`src/rtl/cdl_pkg.sv`:
```
package cdl_pkg;
  typedef enum logic {
    SEL_BASE   = 1'b0,
    SEL_OFFSET = 1'b1
  } reg_sel_e;

  function automatic int idx_width(input int n);
    return (n > 1) ? $clog2(n) : 1;
  endfunction
endpackage

```
`src/rtl/cdl_channel.sv`:
```
module cdl_channel #(
  parameter int ADDR_W = 18
) (
  input  logic              clk,
  input  logic              rst,
  input  logic              base_wr,
  input  logic [ADDR_W-1:0] base_wdata,
  input  logic              advance,
  output logic [ADDR_W-1:0] base_q,
  output logic [ADDR_W-1:0] off_q,
  output logic [ADDR_W-1:0] next_addr
);
  localparam logic [ADDR_W-1:0] OFF_RELOAD = '1;
  localparam logic [ADDR_W-1:0] ONE        = ADDR_W'(1);

  logic [ADDR_W-1:0] off_inc;

  assign off_inc   = off_q + ONE;
  assign next_addr = base_q + off_inc;

  always_ff @(posedge clk) begin
    if (rst) begin
      base_q <= '0;
      off_q  <= OFF_RELOAD;
    end else if (base_wr) begin
      base_q <= base_wdata;
      off_q  <= OFF_RELOAD;
    end else if (advance) begin
      off_q  <= off_inc;
    end
  end


  off_reload_chk: assert property (@(posedge clk) disable iff (rst)
    base_wr |=> (off_q == OFF_RELOAD) && (base_q == $past(base_wdata)));


  off_step_chk: assert property (@(posedge clk) disable iff (rst)
    (advance && !base_wr) |=> (off_q == ADDR_W'($past(off_q) + ONE)));


  chan_hold_chk: assert property (@(posedge clk) disable iff (rst)
    (!advance && !base_wr) |=> ($stable(off_q) && $stable(base_q)));
endmodule

```
`src/rtl/cdl_prio_arb.sv`:
```
module cdl_prio_arb #(
  parameter int N = 3
) (
  input  logic [N-1:0] req,
  output logic [N-1:0] gnt
);
  logic [N:0] taken;

  assign taken[0] = 1'b0;

  for (genvar i = 0; i < N; i++) begin : g_lane
    assign taken[i+1] = taken[i] | req[i];
    assign gnt[i]     = req[i] & ~taken[i];
  end

  always_comb begin

    gnt_onehot_chk: assert ($onehot0(gnt));

    gnt_subset_chk: assert ((gnt & ~req) == '0);
  end
endmodule

```
`src/rtl/cdl_regif.sv`:
```
module cdl_regif
  import cdl_pkg::*;
#(
  parameter int NUM_EP = 3,
  parameter int ADDR_W = 18,
  parameter int IDX_W  = 2
) (
  input  logic                         clk,
  input  logic                         rst,
  input  logic                         reg_wr,
  input  logic                         reg_rd,
  input  logic [IDX_W:0]               reg_addr,
  input  logic [NUM_EP-1:0][ADDR_W-1:0] base_v,
  input  logic [NUM_EP-1:0][ADDR_W-1:0] off_v,
  output logic [NUM_EP-1:0]            base_wr,
  output logic [ADDR_W-1:0]            reg_rdata
);
  logic [IDX_W-1:0]  idx;
  reg_sel_e          sel;
  logic [ADDR_W-1:0] rd_mux;

  assign idx = reg_addr[IDX_W:1];
  assign sel = reg_sel_e'(reg_addr[0]);

  for (genvar i = 0; i < NUM_EP; i++) begin : g_dec
    assign base_wr[i] = reg_wr && (sel == SEL_BASE) && (idx == IDX_W'(i));
  end

  always_comb begin
    rd_mux = '0;
    for (int i = 0; i < NUM_EP; i++) begin
      if (idx == IDX_W'(i)) begin
        rd_mux = (sel == SEL_BASE) ? base_v[i] : off_v[i];
      end
    end
  end

  always_ff @(posedge clk) begin
    if (rst) begin
      reg_rdata <= '0;
    end else if (reg_rd) begin
      reg_rdata <= rd_mux;
    end
  end


  rdata_hold_chk: assert property (@(posedge clk) disable iff (rst)
    !reg_rd |=> $stable(reg_rdata));


  wr_onehot_chk: assert property (@(posedge clk) disable iff (rst)
    $onehot0(base_wr));
endmodule

```
`src/rtl/cdl_addr_gen.sv`:
```
module cdl_addr_gen
  import cdl_pkg::*;
#(
  parameter int NUM_EP = 3,
  parameter int ADDR_W = 18,
  parameter int DATA_W = 24,
  localparam int IDX_W = idx_width(NUM_EP)
) (
  input  logic                     clk,
  input  logic                     rst,
  input  logic                     reg_wr,
  input  logic                     reg_rd,
  input  logic [IDX_W:0]           reg_addr,
  input  logic [ADDR_W-1:0]        reg_wdata,
  output logic [ADDR_W-1:0]        reg_rdata,
  input  logic [NUM_EP-1:0]        word_valid,
  input  logic [NUM_EP*DATA_W-1:0] word_data,
  output logic [NUM_EP-1:0]        word_ack,
  output logic                     mem_we,
  output logic [ADDR_W-1:0]        mem_addr,
  output logic [DATA_W-1:0]        mem_wdata
);
  logic [NUM_EP-1:0][ADDR_W-1:0] base_v;
  logic [NUM_EP-1:0][ADDR_W-1:0] off_v;
  logic [NUM_EP-1:0][ADDR_W-1:0] next_v;
  logic [NUM_EP-1:0]             base_wr;
  logic [NUM_EP-1:0]             req;
  logic [NUM_EP-1:0]             gnt;
  logic [NUM_EP-1:0]             drop;
  logic [ADDR_W-1:0]             addr_d;
  logic [DATA_W-1:0]             data_d;

  cdl_regif #(
    .NUM_EP(NUM_EP),
    .ADDR_W(ADDR_W),
    .IDX_W (IDX_W)
  ) u_regif (
    .clk      (clk),
    .rst      (rst),
    .reg_wr   (reg_wr),
    .reg_rd   (reg_rd),
    .reg_addr (reg_addr),
    .base_v   (base_v),
    .off_v    (off_v),
    .base_wr  (base_wr),
    .reg_rdata(reg_rdata)
  );

  assign drop     = word_valid & base_wr;
  assign req      = word_valid & ~base_wr;
  assign word_ack = gnt | drop;

  cdl_prio_arb #(.N(NUM_EP)) u_arb (
    .req(req),
    .gnt(gnt)
  );

  for (genvar i = 0; i < NUM_EP; i++) begin : g_chan
    cdl_channel #(.ADDR_W(ADDR_W)) u_chan (
      .clk       (clk),
      .rst       (rst),
      .base_wr   (base_wr[i]),
      .base_wdata(reg_wdata),
      .advance   (gnt[i]),
      .base_q    (base_v[i]),
      .off_q     (off_v[i]),
      .next_addr (next_v[i])
    );
  end

  always_comb begin
    addr_d = '0;
    data_d = '0;
    for (int i = 0; i < NUM_EP; i++) begin
      if (gnt[i]) begin
        addr_d = addr_d | next_v[i];
        data_d = data_d | word_data[i*DATA_W +: DATA_W];
      end
    end
  end

  always_ff @(posedge clk) begin
    if (rst) begin
      mem_we    <= 1'b0;
      mem_addr  <= '0;
      mem_wdata <= '0;
    end else begin
      mem_we    <= |gnt;
      mem_addr  <= addr_d;
      mem_wdata <= data_d;
    end
  end


  we_follow_chk: assert property (@(posedge clk) disable iff (rst)
    (|gnt) |=> mem_we);


  we_idle_chk: assert property (@(posedge clk) disable iff (rst)
    !(|gnt) |=> !mem_we);


  drop_nowr_chk: assert property (@(posedge clk) disable iff (rst)
    ((drop != '0) && (req == '0)) |=> !mem_we);
endmodule

```
`config.mk`:
```
export PLATFORM = sky130hd
export DESIGN_NAME = cdl_addr_gen
export DESIGN_NICKNAME = d
export VERILOG_FILES = /design/src/rtl/cdl_pkg.sv /design/src/rtl/cdl_channel.sv /design/src/rtl/cdl_prio_arb.sv /design/src/rtl/cdl_regif.sv /design/src/rtl/cdl_addr_gen.sv
export SDC_FILE = /design/constraint.sdc
export NUM_CORES = 1
export LEC_CHECK = 0
export ABC_AREA = 1
export BUFFER_PORTS_ARGS = -buffer_cell sky130_fd_sc_hd__buf_4
export CORE_ASPECT_RATIO = 1.1
export CORE_MARGIN = 10
export CORE_UTILIZATION = 45
export DETAILED_ROUTE_END_ITERATION = 8
export GPL_TIMING_DRIVEN = 0
export PLACE_DENSITY = 0.68
export SYNTH_ARGS = -nofsm -noshare
export SYNTH_HDL_FRONTEND = slang
export SYNTH_SLANG_ARGS = --single-unit
```
`constraint.sdc`:
```
create_clock -name clk -period 2.7 [get_ports clk]
set_input_delay 0.27 -clock clk [delete_from_list [all_inputs] [get_ports clk]]
set_output_delay 0.27 -clock clk [all_outputs]
set_load 0.01 [all_outputs]
```
==> results of run 1 <==
metrics by stage:
step	cell area [um2]	power, W	setup WS [ns]	instances
global placement	12200	0.00548	-0.741	2053
global route	14300	0.00934	-0.285	2144
CTS	13600	0.00844	-0.120	2126
finish	14300	0.00891	-0.147	2144
detailed placement	12200	0.00549	-0.726	2053
floorplan	10600	0.00456	0.0525	1592
worst max-delay path by stage:
| stage | from | to | slack, ns | cells past startpoint |
|---|---|---|---|---|
| 2_1_floorplan | g_chan[1].u_chan.off_q[1] | mem_addr[17] | 0.05 | 20 |
| 3_5_place_dp | g_chan[2].u_chan.off_q[1] | mem_addr[17] | -0.73 | 20 |
| 4_1_cts | g_chan[1].u_chan.off_q[0] | mem_addr[17] | -0.12 | 19 |
| 5_1_grt | g_chan[2].u_chan.off_q[0] | mem_addr[16] | -0.28 | 16 |
| 3_3_place_gp | g_chan[2].u_chan.off_q[1] | mem_addr[17] | -0.74 | 20 |
| 6_report | g_chan[2].u_chan.off_q[0] | mem_addr[17] | -0.15 | 16 |
final cells by class:
type / count / area (um2)
Buffer: 65 / 285
Clock buffer: 19 / 433
Clock inverter: 13 / 169
Fill cell: 2145 / 8750
Inverter: 170 / 644
Multi-Input combinational cell: 1188 / 7340
Sequential cell: 169 / 3420
Tap cell: 300 / 375
Timing Repair Buffer: 220 / 1650
logic make-up after synthesis:
logic type	Yosys count	synth area share
xor+xnor	46	0.0379
flops	169	0.318
fa+ha+maj	57	0.0692
compound gates	423	0.226
simple gates	662	0.262
buf+inv	235	0.0869
metal layers:
layer / global-route usage / routed length, um
met1: 0.329 / 18000
met2: 0.456 / 20600
met3: 0.0462 / 2750
met4: 0.145 / 2410
met5: 0 / 0
sequential cells by signal (all words and copies together), names as in the netlist:
register and cells:
u_regif.reg_rdata 18, mem_addr 18, g_chan.u_chan.off_q 54, mem_we 1, g_chan.u_chan.base_q 54, mem_wdata 24
where the power goes:
group	internal [W]	switching (W)	leakage [nW]	total (W)
clock	0.00147	0.00113	0.286	0.00260
combinational	0.00138	0.00209	5.09	0.00347
sequential	0.00268	0.000160	1.39	0.00284
what timing repair did:
action                                  4_1_cts  5_1_grt
gates resized for setup                     117      155
pin swaps                                    40       67
setup buffers                                41       19
endpoints found under the setup margin       12       15
worst max-delay path, cell delays in order (launching register included):
cell and delay, ns:
dfxtp_4 0.38, buf_4 0.13, clkinvlp_4 0.11, buf_4 0.20
nor3_4 0.24, nand3_1 0.16, xor2_2 0.22, ha_4 0.34
nand2_4 0.06, nor4_2 0.26, nand2_1 0.10, nand2_2 0.11
nand3_2 0.10, nand3_4 0.12, nand3_2 0.08, nand2_2 0.07
inv_2 0.03
layout by cell type, fill, tap and decap left out, types with 19 or more instances in the layout:
| cell | count |
|---|---|
| nand3_1 | 72 |
| o211ai_1 | 31 |
| dfxtp_1 | 149 |
| nor2_1 | 127 |
| nor2_2 | 25 |
| inv_1 | 154 |
| ha_4 | 20 |
| a21oi_1 | 140 |
| a21oi_2 | 19 |
| ha_1 | 27 |
| buf_4 | 223 |
| a22oi_1 | 28 |
| xor2_1 | 24 |
| nand2_2 | 35 |
| nand3_2 | 21 |
| clkbuf_1 | 43 |
| nand2_1 | 335 |
| o21ai_0 | 132 |
==> summary.md, run 1 <==
| Metric | Value |
|---|---|
| Worst Setup End Kind | `flop` |
| Largest net degree at the start of global routing | `17` |
| DR vias/cell | `around 5.7` |
| # IOs | `around 160` |
| Initial core utilization | `0.460` |
| Detailed Place HPWL | `approximately 34 mm` |
| 1st-pass router iterations | `7` |
| Cell taking the most area after synthesis | `dfxtp_1` |
| Antenna cell count | `0` |
| Chip height | `181 um` |
| Worst setup SP type | `flop` |
| Initial DRC count | `~1000` |
| Worst hold path startpoint | `word_data[39]` |
| Drt total wl | `43.8 mm` |
| Hold Vio Cnt, Final | `0` |
| Final min period | `2.85 ns` |
| Worst-Skew Late Latency | `~0.45 ns` |
| Full die area | `around 0.030 mm2` |
| Max clock buf depth | `2` |
| Cell row count | `58` |
| Cell Pwr Density | `a little over 600 mW/mm2` |
| Syn nets | `roughly 1700` |
| R2R depth | `16` |
| Layout cells sized above 1 | `0.271` |
| # setup viols final | `7` |
| Synth Warn # | `0` |
| Clock Tree Root | `clkbuf_16` |
| Worst vdd ir | `between 0.4 and 0.5 mV` |
| Post-synth EDFFs | `0` |
| FMAX | `~0.35 GHz` |
| Core box area | `around 0.023 mm2` |
| Status | `finished with violations` |
| MaxCap Viol Count | `0` |
| Sequential share of the synthesized area | `0.318` |
| Mapped cell area | `0.0106 mm2` |
| Area grow syn2layout | `34.8%` |
| Setup tns final | `-0.618 ns` |
| Fraction of registers with async set or reset after synthesis | `0` |
| Violated checks | `setup timing` |
| H-tree levels | `4` |
| Slew Viols, Final | `0` |
| R2r endpoint | `mem_addr[17]` |
| R2R Setup Slk | `-0.15 ns` |
| All-Layer GR Usage | `0.273` |
| Nets | `around 2000` |
| RSZ-0062 raised after global routing | `true` |
| Rel. slew slack | `0.483` |
| Vias in the first global route | `~12000` |
| Hold Path Depth | `3` |
| Gate Count Post-Synth | `1592` |
| WS Path Type | `reg2reg` |
| Crit share post-route | `1.05` |
| Flops & latches, synth | `around 170` |
| Top_reg_cell synth | `dfxtp_1` |
| Setup Skew | `~0.011 ns` |
| Final Util | `0.621` |
| Dominant cell by count in the synthesized netlist | `nand2_1` |
| IO Port Bufs | `~160` |
| Share of the synthesized area in the top cell type | `0.318` |
| Hold WC Path Type | `in2reg` |
| DRC viols | `0` |
| List of most frequent post-synthesis cells | `nand2_1, dfxtp_1, inv_1` |
| Vias | `roughly 12000` |
| Least-Margin Pin Slew | `roughly 0.78 ns` |
| Num CTS Buffers | `17` |
| GRT overflow | `0` |
| Hold endpoint | `mem_wdata[15]` |
| Synth cell types | `46` |
| Critical Path RT | `a little over 3 ns` |
| Initial antenna violation count | `0` |
| Die extent in x | `about 170 um` |
| Final setup margin | `-0.147 ns` |
| Hold buffers post-CTS | `0` |
| Detail Route Antenna Nets | `0` |
| First-pass GRT wire length | `around 65 mm` |
| Pleak | `between 6 and 7 nW` |
| Clock sinks | `about 170` |
| RePlAce Congestion | `roughly 1.0` |
| Routed wire length per instance | `20.4 um` |
| Worst hold margin | `0.0746 ns` |
| CTS tree | `built` |
| Critical-path maximum fanout | `6` |
| Clk slew on worst S/H paths | `about 0.07 ns` |
| Worst r2r src | `g_chan[2].u_chan.off_q[0]` |
| Synth top area cells | `dfxtp_1, nand2_1, a21oi_1, o21ai_0, ha_1` |
| Syn avg cell area | `roughly 6.7 um2` |
| Crit path DAT | `about 3.2 ns` |
No activity file was read; power rests on OpenSTA's default activity.
==> inputs of run 2 (changes only) <==
--- a/config.mk
+++ b/config.mk
@@ -6,13 +6,12 @@
 export NUM_CORES = 1
 export LEC_CHECK = 0
 export ABC_AREA = 1
-export BUFFER_PORTS_ARGS = -buffer_cell sky130_fd_sc_hd__buf_4
 export CORE_ASPECT_RATIO = 1.1
 export CORE_MARGIN = 10
-export CORE_UTILIZATION = 45
+export CORE_UTILIZATION = 39
 export DETAILED_ROUTE_END_ITERATION = 8
+export DONT_BUFFER_PORTS = 1
 export GPL_TIMING_DRIVEN = 0
-export PLACE_DENSITY = 0.68
 export SYNTH_ARGS = -nofsm -noshare
 export SYNTH_HDL_FRONTEND = slang
 export SYNTH_SLANG_ARGS = --single-unit
==> run 2 against run 1 <==
The run still ends with setup timing left. Register-to-register slack is essentially flat. Critical path depth grew 5. Non-clock buffer count shrank 131. Sequential power grew 3%. Cell count shrank 3.4%. Largest cell class unchanged. Largest power group unchanged. Highest routed layer is now met5.
==> summary.md, run 2 (same netlist as run 1, synthesis figures left out) <==
| Metric | Value |
|---|---|
| # IOs | `164 (unchanged)` |
| Status | `finished with violations` |
| Hold Vio Cnt, Final | `0 (unchanged)` |
| Bufs and invs on worst path | `4 (unchanged)` |
| Most frequent cells in the layout | `nand2_1, inv_1, dfxtp_1, a21oi_1, o21ai_0` |
| Largest net degree at the start of global routing | `17 (unchanged)` |
| GR Util met2 | `0.418 (-0.0382)` |
| IO Port Bufs | `0 (-100%)` |
| Die extent in x | `177 um (+6.5%)` |
| Nets | `1857 (-6.6%)` |
| Grt met1 use | `0.299 (-0.0302)` |
| DRC viols | `0 (unchanged)` |
| Clk slew on worst S/H paths | `0.08 ns (about the same)` |
| Core box area | `0.0269 mm2 (+16%)` |
| Slew Viols, Final | `0 (unchanged)` |
| Worst Setup End Kind | `flop` |
| Routed wire length per instance | `21.3 um (+3.9%)` |
| Critical-path maximum fanout | `4 (-2)` |
| Hold WC Path Type | `in2reg` |
| CTS tree | `built` |
| CP max-delay cell | `dfxtp_4` |
| Area grow syn2layout | `29.5%` |
| Crit share post-route | `1.05 (-0.00202)` |
| GR Util met3 | `0.0532 (+0.00694)` |
| Clock sinks | `169 (unchanged)` |
| Worst setup SP type | `flop` |
| Setup tns final | `-0.336 ns (+0.283 ns)` |
| First-pass GRT wire length | `64.6 mm (-1.3%)` |
| Worst hold margin | `0.0108 ns (-0.0638 ns)` |
| Num CTS Buffers | `17 (unchanged)` |
| Placed instance count | `1949 (-5.1%)` |
| # setup viols final | `4 (-3)` |
| Crit path DAT | `3.18 ns (-0.02 ns)` |
| Top Registers | `g_chan.u_chan.base_q (54), g_chan.u_chan.off_q (54), mem_wdata (24)` |
| MaxCap Viol Count | `0 (unchanged)` |
| Cell row count | `63 (+8.6%)` |
| Initial DRC count | `1099 (+5.3%)` |
| Worst path cell trace | `ha_4 > nand2_4 > nor3_4 > nand2_2 > nor3_4 > buf_6 > nand3_4 > xor2_2 > inv_2 > ha_4 > nand2_4 > inv_4 > nand2_2 > nor3_2 > nand2_1 > nand2_1 > nand2_1 > nand3_2 > nand3_2 > nand2_2 > inv_2` |
| Final setup margin | `-0.142 ns (+0.00546 ns)` |
| Layout cells sized above 1 | `0.204 (-0.0668)` |
| Initial antenna violation count | `4 (+4)` |
| GR peak layer | `met2` |
| Critical path's largest stage delay | `0.37 ns (about the same)` |
| Setup Skew | `0.0186 ns (+0.00744 ns)` |
| Drt total wl | `44.0 mm (+0.46%)` |
| Final min period | `2.84 ns (-0.00547 ns)` |
| RePlAce Congestion | `1.06 (+4.6%)` |
| Worst vdd ir | `0.357 mV (-22%)` |
| H-tree levels | `4 (unchanged)` |
| Worst-Skew Late Latency | `0.45 ns (about the same)` |
| DR vias/cell | `5.59 (-1.0%)` |
| Vias in the first global route | `11100 (-4.0%)` |
| Clock Tree Root | `clkbuf_16` |
| Vias | `11600 (-4.3%)` |
| Detail Route Antenna Nets | `0 (unchanged)` |
| Violated checks | `setup timing` |
| RSZ-0062 raised after global routing | `true` |
| Detailed Place HPWL | `33.9 mm (-0.80%)` |
| Initial core utilization | `0.395 (-0.0651)` |
| Family with the most delay on the worst path | `simple AND/OR/NAND/NOR gates` |
| 1st-pass router iterations | `5 (-2)` |
| Rel. slew slack | `0.446 (-0.0371)` |
| Commonest non-fill, non-tap cell in the layout | `nand2_1` |
| All-Layer GR Usage | `0.246 (-0.0268)` |
| Dpl ws | `-0.645 ns (+0.0808 ns)` |
| Max clock buf depth | `2 (unchanged)` |
| Pleak | `6.14 nW (-9.2%)` |
| WS Path Type | `reg2reg` |
| FMAX | `0.352 GHz (+0.19%)` |
| Cell Pwr Density | `637 mW/mm2 (+2.5%)` |
| Chip height | `193 um (+6.6%)` |
| Non-filler cells, final | `2072 (-3.4%)` |
| Critical Path RT | `3.04 ns (about the same)` |
| Full die area | `0.0343 mm2 (+14%)` |
| GRT overflow | `0 (unchanged)` |
| Least-Margin Pin Slew | `0.831 ns (+0.0556 ns)` |
run 2: routing by layer:
metal	wire (um)	vias up
met1	17300	5431
met5	17	-
met2	21000	537
met4	1660	2
met3	4010	118
li1	-	5501
run 2: stage by stage:
| step | utilization | cell area, um2 | power, W |
|---|---|---|---|
| 5_1_grt | 0.512 | 13800 | 0.00921 |
| 6_report | 0.512 | 13800 | 0.00877 |
| 3_5_place_dp | 0.412 | 11100 | 0.00524 |
| 4_1_cts | 0.472 | 12700 | 0.00814 |
| 2_1_floorplan | - | 10600 | 0.00456 |
| 3_3_place_gp | 0.412 | 11100 | 0.00523 |
run 2: where the power goes:
part / internal, W / switching (W)
logic: 0.00126 / 0.00203
clock network: 0.00142 / 0.00115
registers: 0.00268 / 0.000236
total: 0.00536 / 0.00342
run 2: path summary, 6_finish.rpt:
check,start,to,slack [ns],cells after the start
worst max-delay path,g_chan[1].u_chan.off_q[0],mem_addr[14],-0.14,21
worst min-delay path,word_data[31],mem_wdata[7],0.01,2
worst max register to register,g_chan[1].u_chan.off_q[0],mem_addr[14],-0.14,21
worst min register to register,g_chan[1].u_chan.base_q[7],g_chan[1].u_chan.base_q[7],0.50,2
run 2: cell type report:
class	instances	area, um2
diodes	2	5.00
well taps	357	447
repair buffers	89	786
clock inverters	13	154
clock buffers	19	443
multi-input cells	1188	7560
plain buffers	65	285
fillers	2666	13100
inverters	170	651
flip-flops and latches	169	3430
run 2: timing repair:
item	4_1_cts	5_1_grt
hold buffers	38	1
gates cloned	0	0
endpoints found under the setup margin	13	15
endpoints found under the hold margin	43	1
resized for setup	108	209
pin swaps	29	80
setup buffers	27	23
run 2: worst register-to-register path: cells and delay by family (launching register included):
kind | cells | cell delay [ns]
fa+ha+maj | 2 | 0.46
simple gates | 14 | 1.40
buf+inv | 4 | 0.31
xor+xnor | 1 | 0.17
flops | 1 | 0.37
